`config.mk`:
```
export PLATFORM = sky130hd
export DESIGN_NAME = slave_mode_counter
export DESIGN_NICKNAME = d
export VERILOG_FILES = /design/src/rtl/smc_pkg.sv /design/src/rtl/smc_sync_edge.sv /design/src/rtl/smc_step_ctrl.sv /design/src/rtl/smc_count_core.sv /design/src/rtl/slave_mode_counter.sv
export SDC_FILE = /design/constraint.sdc
export NUM_CORES = 1
export LEC_CHECK = 0
export BUFFER_PORTS_ARGS = -buffer_cell sky130_fd_sc_hd__buf_2
export CAP_MARGIN = 20
export CORE_ASPECT_RATIO = 0.9
export CORE_MARGIN = 2
export CORE_UTILIZATION = 50
export CTS_CLUSTER_DIAMETER = 150
export DETAILED_ROUTE_END_ITERATION = 10
export GPL_TIMING_DRIVEN = 0
export PLACE_DENSITY = 0.75
export SETUP_SLACK_MARGIN = 0.15
export SLEW_MARGIN = 20
export SYNTH_ARGS = -nofsm -noshare
export SYNTH_HDL_FRONTEND = slang
export SYNTH_HIERARCHICAL = 1
export SYNTH_SLANG_ARGS = --single-unit
```
`constraint.sdc`:
```
create_clock -name clk -period 3.1 [get_ports clk]
set_clock_uncertainty 0.1 [all_clocks]
set_input_delay 0.465 -clock clk [delete_from_list [all_inputs] [get_ports clk]]
set_output_delay 0.465 -clock clk [all_outputs]
set_load 0.03 [all_outputs]
```
`src/rtl/smc_pkg.sv`:
```
package smc_pkg;
  typedef enum logic [2:0] {
    SM_INTERNAL  = 3'd0,
    SM_ENC_A     = 3'd1,
    SM_ENC_B     = 3'd2,
    SM_ENC_AB    = 3'd3,
    SM_RESTART   = 3'd4,
    SM_GATED     = 3'd5,
    SM_TRIGGERED = 3'd6,
    SM_EXTCLK    = 3'd7
  } slave_mode_e;

  localparam int IDX_CI0  = 0;
  localparam int IDX_CI1  = 1;
  localparam int IDX_TRIG = 2;
  localparam int NUM_IN   = 3;
endpackage

```
`src/rtl/smc_sync_edge.sv`:
```
module smc_sync_edge #(
  parameter int N      = 3,
  parameter int STAGES = 2
) (
  input  logic         clk,
  input  logic         rst,
  input  logic [N-1:0] din,
  output logic [N-1:0] lvl,
  output logic [N-1:0] tog,
  output logic [N-1:0] rise
);
  logic [STAGES-1:0][N-1:0] pipe;
  logic [N-1:0]             prev;

  always_ff @(posedge clk) begin
    if (rst) begin
      pipe <= '0;
      prev <= '0;
    end else begin
      pipe[0] <= din;
      for (int s = 1; s < STAGES; s++) pipe[s] <= pipe[s-1];
      prev <= pipe[STAGES-1];
    end
  end

  assign lvl = pipe[STAGES-1];

  for (genvar i = 0; i < N; i++) begin : g_edge
    assign tog[i]  = lvl[i] ^ prev[i];
    assign rise[i] = lvl[i] & ~prev[i];
  end
endmodule

```
`src/rtl/smc_step_ctrl.sv`:
```
module smc_step_ctrl
  import smc_pkg::*;
(
  input  logic              clk,
  input  logic              rst,
  input  slave_mode_e       mode,
  input  logic              cnt_en,
  input  logic              run_clr,
  input  logic [NUM_IN-1:0] lvl,
  input  logic [NUM_IN-1:0] tog,
  input  logic [NUM_IN-1:0] rise,
  output logic              step_up,
  output logic              step_dn,
  output logic              reload,
  output logic              dir_o
);
  logic run_q;
  logic enc_step;
  logic enc_down;
  logic free_up;
  logic enc_mode;

  assign enc_mode = (mode == SM_ENC_A) || (mode == SM_ENC_B) || (mode == SM_ENC_AB);

  always_comb begin
    enc_step = 1'b0;
    enc_down = 1'b0;
    free_up  = 1'b0;
    reload   = 1'b0;
    unique case (mode)
      SM_INTERNAL: free_up = cnt_en;
      SM_ENC_A: begin
        enc_step = cnt_en & tog[IDX_CI0];
        enc_down = lvl[IDX_CI1];
      end
      SM_ENC_B: begin
        enc_step = cnt_en & tog[IDX_CI1];
        enc_down = lvl[IDX_CI0];
      end
      SM_ENC_AB: begin
        enc_step = cnt_en & (tog[IDX_CI0] | tog[IDX_CI1]);
        enc_down = tog[IDX_CI0] ? lvl[IDX_CI1] : lvl[IDX_CI0];
      end
      SM_RESTART: begin
        reload  = rise[IDX_TRIG];
        free_up = cnt_en & ~rise[IDX_TRIG];
      end
      SM_GATED:     free_up = cnt_en & lvl[IDX_TRIG];
      SM_TRIGGERED: free_up = run_q;
      SM_EXTCLK:    free_up = cnt_en & rise[IDX_TRIG];
      default: ;
    endcase
  end

  assign step_up = free_up | (enc_step & ~enc_down);
  assign step_dn = enc_step & enc_down;

  always_ff @(posedge clk) begin
    if (rst) begin
      run_q <= 1'b0;
    end else if (run_clr) begin
      run_q <= 1'b0;
    end else if (mode == SM_TRIGGERED && rise[IDX_TRIG]) begin
      run_q <= 1'b1;
    end
  end

  always_ff @(posedge clk) begin
    if (rst || !enc_mode) begin
      dir_o <= 1'b0;
    end else if (enc_step) begin
      dir_o <= enc_down;
    end
  end
endmodule

```
`src/rtl/smc_count_core.sv`:
```
module smc_count_core #(
  parameter int W = 16
) (
  input  logic         clk,
  input  logic         rst,
  input  logic [W-1:0] arr,
  input  logic         step_up,
  input  logic         step_dn,
  input  logic         reload,
  output logic [W-1:0] cnt_o,
  output logic         upd_o
);
  localparam logic [W-1:0] ONE = W'(1);

  always_ff @(posedge clk) begin
    if (rst) begin
      cnt_o <= '0;
      upd_o <= 1'b0;
    end else begin
      upd_o <= 1'b0;
      if (reload) begin
        cnt_o <= '0;
        upd_o <= 1'b1;
      end else if (step_up) begin
        if (cnt_o >= arr) begin
          cnt_o <= '0;
          upd_o <= 1'b1;
        end else begin
          cnt_o <= cnt_o + ONE;
        end
      end else if (step_dn) begin
        if (cnt_o == '0) begin
          cnt_o <= arr;
          upd_o <= 1'b1;
        end else begin
          cnt_o <= cnt_o - ONE;
        end
      end
    end
  end
endmodule

```
`src/rtl/slave_mode_counter.sv`:
```
module slave_mode_counter
  import smc_pkg::*;
#(
  parameter int W           = 16,
  parameter int SYNC_STAGES = 2
) (
  input  logic         clk,
  input  logic         rst,
  input  logic         cnt_en,
  input  logic         run_clr,
  input  logic [2:0]   mode,
  input  logic [W-1:0] arr,
  input  logic         ci0,
  input  logic         ci1,
  input  logic         trig,
  output logic [W-1:0] cnt_o,
  output logic         dir_o,
  output logic         upd_o
);
  logic [NUM_IN-1:0] raw_in;
  logic [NUM_IN-1:0] lvl;
  logic [NUM_IN-1:0] tog;
  logic [NUM_IN-1:0] rise;
  logic              step_up;
  logic              step_dn;
  logic              reload;
  logic              trig_lvl;

  assign raw_in[IDX_CI0]  = ci0;
  assign raw_in[IDX_CI1]  = ci1;
  assign raw_in[IDX_TRIG] = trig;
  assign trig_lvl         = lvl[IDX_TRIG];

  smc_sync_edge #(.N(NUM_IN), .STAGES(SYNC_STAGES)) sync_i (
    .clk  (clk),
    .rst  (rst),
    .din  (raw_in),
    .lvl  (lvl),
    .tog  (tog),
    .rise (rise)
  );

  smc_step_ctrl ctrl_i (
    .clk     (clk),
    .rst     (rst),
    .mode    (slave_mode_e'(mode)),
    .cnt_en  (cnt_en),
    .run_clr (run_clr),
    .lvl     (lvl),
    .tog     (tog),
    .rise    (rise),
    .step_up (step_up),
    .step_dn (step_dn),
    .reload  (reload),
    .dir_o   (dir_o)
  );

  smc_count_core #(.W(W)) core_i (
    .clk     (clk),
    .rst     (rst),
    .arr     (arr),
    .step_up (step_up),
    .step_dn (step_dn),
    .reload  (reload),
    .cnt_o   (cnt_o),
    .upd_o   (upd_o)
  );
endmodule

```
# After elaboration in Yosys (flattened, before gate mapping)
# Cells that the tools add are included.
# word_totals
regBits	28
in_bits	26
out_inout_bits	18
word_cells	57
# op_classes
n_addsub	2
n_lt_le_gt_ge	1
n_eq_ne	7
mux	14
n_bitwise	16
n_reduce_logical	10
# op_table
operator	count
$mux W16	4
$add A16 B1 Y16 const B	1
$ge A16 B16 Y1	1
$logic_not A16 Y1	1
$sub A16 B1 Y16 const B	1
$eq A3 B3 Y1 const B	4
$and A1 B1 Y1	9
$mux W1	7
$eq A3 B2 Y1 const B	2
$pmux W1 S3	2
$pmux W1 S5	1
$reduce_or A2 Y1	2
$eq A3 B1 Y1 const B	1
$logic_not A3 Y1	1
$logic_or A1 B1 Y1	3
$not A1 Y1	3
$or A1 B1 Y1	2
$reduce_bool A2 Y1	1
$xor A1 B1 Y1	2
$logic_and A1 B1 Y1	1
$logic_not A1 Y1	1

# Logic depth before layout (Yosys ltp)
# Gate-level depths: netlist of run 1.
# depth
ltp_word	8
mapped_depth	13
depth_no_buf	13

# Modules after synthesis
# The synthesis of run 1 kept the hierarchy.
# by_module_without_submodules
module	n_inst	cells_per_inst	area_each_um2	seq_area_each_um2
smc_count_core	1	273	1978.1	340.3
smc_sync_edge	1	30	319.1	180.2
smc_step_ctrl	1	31	239.0	40.0

# Worst setup path before layout of run 1
# Ideal clock, no wire load.
# synth_timing
path_type	register to register
start	reg core_i.cnt_o[13]
end	reg core_i.cnt_o[3]
arrival_time_ns	2.419
required_ns	2.880
slack_ns	0.461
stages_incl_launch_ff	9
n_path_buf	1
period_less_slack_ns	2.639
cell_sequence	dfxtp_1 -> ha_1 -> nand4_1 -> or3_1 -> o311a_1 -> and2_1 -> buf_2 -> a31o_2 -> a211o_1
# synth_via
elab_chain_len	4
# synth_lines
element	line	source
start: declaration	smc_count_core.sv:10	output logic [W-1:0] cnt_o,
start signal: assignment	smc_count_core.sv:29	cnt_o <= cnt_o + ONE;
start signal: assignment	smc_count_core.sv:33	cnt_o <= arr;
start signal: assignment	smc_count_core.sv:36	cnt_o <= cnt_o - ONE;
branches (longest 3 deep; another with $ge A16 B16 Y1)	-	
$mux W16 (*)	smc_count_core.sv:24	end else if (step_up) begin
# Mark *: on every way between the ends. The select of a mux whose other input is x is not followed.
# A chain may end at the register's enable or synchronous reset.

# Worst setup path after layout of run 1
# layout_timing
start	reg core_i.cnt_o[0]
end	reg core_i.cnt_o[1]
# layout_via
elab_chain_len	4
# layout_lines
element	line	source
$sub A16 B1 Y16 / $logic_not A16 Y1 (equally long branches)	smc_count_core.sv:36, smc_count_core.sv:32	
$mux W16	smc_count_core.sv:32	if (cnt_o == '0) begin
$mux W16	smc_count_core.sv:31	end else if (step_dn) begin
$mux W16 (*)	smc_count_core.sv:24	
# Every way passes the cells marked *; elsewhere a longest branch is shown, timed or not. The select of a mux whose other input is x is not followed.

==> results.yml, run 1 <==
final_layout:
  diodes: 0
  design_area_um2: 2920
  drive_above_1_share_pct: 20.7
  syn2layout_area_growth_pct: 15.2
  finalNetCount: 426
  num-fill-cells: 475
  layoutNonFillerInstCount: 442
place:
  io_buffers: 41
  dp_worst_setup_slack_ns: 0.0905
  place_inst: 439
  dp_hpwl_um: 5270
  postPlaceCellArea_um2: 2820
  gp_congestion: 0.945
cts:
  clkLatencyLatePin_ns: 0.28
  clockBufferDepth: 2
  h-tree-depth: 1
  cts.sinks: 28
  clk_pin_slew_worst_paths_ns: 0.11
  postCtsHoldBufs: 0
  numCtsBuffers: 3
  clockRootBuffer: "clkbuf_8"
  cts_tree: "yes"
sta:
  slew_viol_final: 0
  setup_ws_ns: 0.230
  max_slew_margin_pct: 43.1
  finalSetupViolations: 0
  hold_viol_final: 0
  fin_crit_ns: 2.87
  period_share_pct: 92.6
  max_freq_mhz: 348
  tns_ns: 0
  rsz0062_at_grt: "true"
  max_slew.worst_pin.slew_ns: 0.850
power_and_ir_drop:
  ir_drop_v: 0.000371
  p_total_uw: 1440
  p_per_area_nw_per_um2: 492
  leakagePower_uw: 0.00136
flow_run:
  maxCapViolations: 0
setup_path:
  worstSetupEndpoint: "core_i/cnt_o[1]$_SDFFE_PP0P_"
  reg2reg_slack_ns: 0.23
  cp.required_ns: 3.16
  reg2reg_to: "core_i/cnt_o[1]$_SDFFE_PP0P_"
  r2r-start: "core_i/cnt_o[0]$_SDFFE_PP0P_"
  crit_start: "core_i/cnt_o[0]$_SDFFE_PP0P_"
  critPathKind: "reg2reg"
  reg2reg_depth: 9
  cp-start-kind: "flop"
  end_kind: "flop"
  cp_max_fo: 10
  cp.arrival_ns: 2.93
floorplan:
  dieWidth_um: 79.0
  io_pins: 44
  die_h_um: 71.5
  rows: 24
  fp.coreArea_um2: 4860
  initial_core_util_pct: 52.1
  die_area_um2: 5650
grt:
  track_usage_pct: 25.2
  grt_pass1_vias: 2402
  grt_pass1_wl_um: 11400
  grt_util_met3_pct: 3.53
  met1_usage_pct: 35.3
  top_usage_layer: "met2"
  grt_max_degree: 17
  antenna_found_initial: 0
  grt_overflow_total: 0
  gr-usage-met2_pct: 41.3
status:
  status: "finished clean"
detailed_routing:
  wirelength_um: 7060
  num_vias: 2676
  ant_nets: 0
  drtIter0Drc: 364
  route.detailed.drc: 0
  routed_via_density: 6.05
  wire_per_inst_um: 16.0
  drtPass1Iterations: 5
synthesis:
  netlist_area_um2: 2530
  yosys_warnings: 6
  syn_area_per_cell_um2: 7.60
  syn-num-nets: 381
  synthCells: 333
worst_hold_path:
  hold_path_class: "in2reg"
layer usage:
metal	part of all wire, %	up-vias	wire, um
li1	-	1286	-
met1	44	1229	3130
met2	45	143	3180
met3	8.7	18	614
met4	2.0	0	142
met5	0	-	0
sequential cells by signal, indices dropped and copies added (netlist names):
signal and count:
core_i/cnt_o 16, core_i/upd_o 1, ctrl_i/dir_o 1, ctrl_i/run_q 1, sync_i/lvl 3, sync_i/pipe 3
sync_i/prev 3
final cells by class:
cell class | instances | area (um^2) | share of cell area [%]
clock buffer | 3 | 41.3 | 1.42
inverter | 28 | 105 | 3.60
clock inverter | 1 | 30.0 | 1.03
sequential | 28 | 561 | 19.2
multi-input combinational | 255 | 1780 | 61.0
tap | 65 | 81.3 | 2.79
buffer | 21 | 115 | 3.95
timing repair buffer | 41 | 205 | 7.04
where the power goes:
| group | internal [uW] | switching [uW] |
|---|---|---|
| sequential | 386 | 39.2 |
| clock | 173 | 126 |
| combinational | 273 | 439 |
worst min path at each step:
| stage | cells after the start | start | endpoint |
|---|---|---|---|
| 6_report | 2 | run_clr | ctrl_i/run_q$_SDFFE_PP0P_ |
| 5_1_grt | 2 | run_clr | ctrl_i/run_q$_SDFFE_PP0P_ |
| 4_1_cts | 2 | run_clr | ctrl_i/run_q$_SDFFE_PP0P_ |
| 3_5_place_dp | 1 | sync_i/pipe[2]$_SDFF_PP0_ | sync_i/lvl[2]$_SDFF_PP0_ |
| 3_3_place_gp | 1 | sync_i/pipe[2]$_SDFF_PP0_ | sync_i/lvl[2]$_SDFF_PP0_ |
| 2_1_floorplan | 1 | sync_i/pipe[0]$_SDFF_PP0_ | sync_i/lvl[0]$_SDFF_PP0_ |
per-stage QoR:
step	hold WS, ns	utilization (%)
2_1_floorplan	0.314	-
3_3_place_gp	0.316	57.9
3_5_place_dp	0.343	57.9
4_1_cts	0.221	59.5
5_1_grt	0.230	60.0
6_report	0.233	60.0
layout by cell type (no fill, tap or decap), drive strengths merged, types with 3 or more instances in the layout:
cell / n
and2: 3
nor3: 12
nand3b: 4
a211oi: 5
nor4: 7
a22oi: 3
nand3: 11
nor2b: 12
clkbuf: 13
mux2i: 5
and3: 5
dfxtp: 28
nor2: 26
o211ai: 6
o21ai: 18
a21oi: 19
inv: 28
a31oi: 4
nand4: 6
ha: 22
buf: 52
xnor2: 8
nand2b: 4
xor2: 3
nand2: 25
or2: 5
critical path, cell delays in order (launching register included):
cell and delay [ns]:
dfxtp_1 0.48, inv_1 0.13, ha_1 0.27, nand2b_1 0.15
a2111oi_2 0.39, o311a_1 0.28, and2_1 0.20, buf_2 0.27
nand2_1 0.11, a221oi_1 0.35
repair_timing:
action / in CTS / in global routing
gates resized for setup: 1 / 7
pin swaps: 0 / 1
hold endpoints to repair: 0 / 0
endpoints found under the setup margin: 2 / 16
setup buffers: 0 / 0
Power figures use the tool's default switching activity.
==> run 2, diff against run 1 <==
Settings changed: ABC_AREA from default to 1, PLACE_DENSITY 0.75 to 0.74.
==> run 2 against run 1 <==
  * Design area is 14% higher
  * Wire length is 13% higher
  * Area after synthesis is 16% higher
  * Non-clock buffer count is 3 lower
  * Sequential power hardly changed
  * Global-route usage is 0.066 points lower
  * First-iteration DRC count is 28% lower
  * Critical endpoint is now core_i/cnt_o[7]$_SDFFE_PP0P_
  * Largest cell class unchanged
  * Largest power group unchanged
  * Fmax is 12% higher
  * Clock power hardly changed
  * Worst hold slack better by 0.051 ns
  * Flip-flop and latch count stayed put
==> results.yml, run 2 <==
grt:
  grt_pass1_vias: 2874
  grt_overflow_total: 0
  track_usage_pct: 25.1
  antenna_found_initial: 0
  grt_pass1_wl_um: 13500
  grt_max_degree: 17
setup_path:
  reg2reg_depth: 16
  cp.arrival_ns: 2.68
  slowest_delay_ns: 0.35
  critical_path_depth: 16
  cp_num_buf_inv: 3
  cpMaxStageDelayCell: "a21oi_4"
  critPathKind: "reg2reg"
  cp-start-kind: "flop"
  cp_max_fo: 10
  crit_family: "simple AND/OR/NAND/NOR gates"
  worst_path_most_repeated_cell: "nor2_1"
  crit_chain: "ha_1 > inv_1 > nand2_1 > inv_1 > nor2_1 > nor2_1 > nand3_2 > nand2_1 > inv_2 > nor3b_2 > nand2_1 > a21oi_4 > nand2_4 > nor2_1 > nor2_1 > nor2_1"
  end_kind: "flop"
  cp.required_ns: 3.21
detailed_routing:
  ant_nets: 0
  route.detailed.drc: 0
  num_vias: 3176
  drtIter0Drc: 262
  wirelength_um: 7990
  wire_per_inst_um: 13.4
  drtPass1Iterations: 6
  routed_via_density: 5.34
final_layout:
  diodes: 0
  num-fill-cells: 564
  syn2layout_area_growth_pct: 12.7
  final_common_cell: "nand2_1"
  largest_reg_flops: 16
  regMostFlops: "core_i/cnt_o"
  final_util_pct: 58.3
  drive_above_1_share_pct: 19.4
  finalNetCount: 574
  mostFrequentLayoutCells: "nand2_1 (115), inv_1 (72), nor2_1 (55)"
  design_area_um2: 3320
floorplan:
  dieWidth_um: 84.9
  initial_core_util_pct: 51.7
  io_pins: 44
  fp.coreArea_um2: 5690
  die_area_um2: 6520
  rows: 26
  die_h_um: 76.8
sta:
  rsz0062_at_grt: "false"
  period_share_pct: 82.6
  fin_crit_ns: 2.56
  hold_viol_final: 0
  slew_viol_final: 0
  max_slew_margin_pct: 60.4
  max_freq_mhz: 391
  tns_ns: 0
  max_slew.worst_pin.slew_ns: 0.592
  finalSetupViolations: 0
cts:
  clkLatencyLatePin_ns: 0.28
  cts.sinks: 28
  post_cts_buffers: 0
  clockBufferDepth: 2
  cts_tree: "yes"
  postCtsHoldBufs: 0
  h-tree-depth: 1
  clk_pin_slew_worst_paths_ns: 0.10
  numCtsBuffers: 3
  cts_resized: 0
  clockRootBuffer: "clkbuf_8"
flow_run:
  maxCapViolations: 0
place:
  dp_hpwl_um: 6110
  gp_congestion: 0.973
  io_buffers: 43
  postPlaceCellArea_um2: 3250
worst_hold_path:
  hold_depth: 3
  hold_path_class: "in2reg"
power_and_ir_drop:
  p_per_area_nw_per_um2: 424
  leakagePower_uw: 0.00180
  ir_drop_v: 0.000288
synthesis:
  syn-num-nets: 526
  yosys_warnings: 6
  syn_area_per_cell_um2: 6.16
  netlist_area_um2: 2940
  synthCells: 478
status:
  status: "finished clean"
run 2: metal layers:
| metal | share of wire, % | global-route usage (%) | vias up |
|---|---|---|---|
| met4 | 1.3 | 6.19 | 0 |
| met2 | 45 | 40.8 | 133 |
| met3 | 8.0 | 3.23 | 12 |
| met1 | 45 | 35.1 | 1431 |
| li1 | - | - | 1600 |
| met5 | 0 | 0 | - |
run 2: metrics by stage:
step	hold WS (ns)	worst slack [ns]	power [uW]	std cells
after global placement	0.291	0.497	1090	591
after floorplan	0.288	0.973	939	478
final	0.284	0.540	1410	595
after CTS	0.275	0.538	1400	595
after detailed placement	0.298	0.465	1100	591
after global routing	0.270	0.258	1510	595
run 2: worst paths after layout:
| kind | from | end | slack (ns) |
|---|---|---|---|
| max | sync_i/lvl[0]$_SDFF_PP0_ | core_i/cnt_o[7]$_SDFFE_PP0P_ | 0.54 |
| min | ci0 | sync_i/pipe[0]$_SDFF_PP0_ | 0.28 |
| max reg2reg | sync_i/lvl[0]$_SDFF_PP0_ | core_i/cnt_o[7]$_SDFFE_PP0P_ | 0.54 |
| min reg2reg | sync_i/pipe[0]$_SDFF_PP0_ | sync_i/lvl[0]$_SDFF_PP0_ | 0.31 |
run 2: area by class of cell:
cell class              instances  area, um^2  share of cell area (%)
multi-input cells             357        1980                    59.6
flip-flops and latches         28         561                    16.9
inverters                      77         289                    8.71
repair buffers                 43         215                    6.49
plain buffers                  16         118                    3.54
well taps                      70        87.6                    2.64
clock buffers                   3        41.3                    1.24
clock inverters                 1        30.0                   0.905
run 2: power by group:
group | internal [uW] | switching [uW]
Clock | 173 | 125
Sequential | 386 | 36.1
Combinational | 229 | 456
run 2: worst reg2reg max path: stages (launching register included):
cell	delay, ns
dfxtp_1	0.34
ha_1	0.29
inv_1	0.10
nand2_1	0.06
inv_1	0.05
nor2_1	0.04
nor2_1	0.17
nand3_2	0.09
nand2_1	0.11
inv_2	0.11
nor3b_2	0.16
nand2_1	0.10
a21oi_4	0.35
nand2_4	0.16
nor2_1	0.12
nor2_1	0.06
nor2_1	0.08
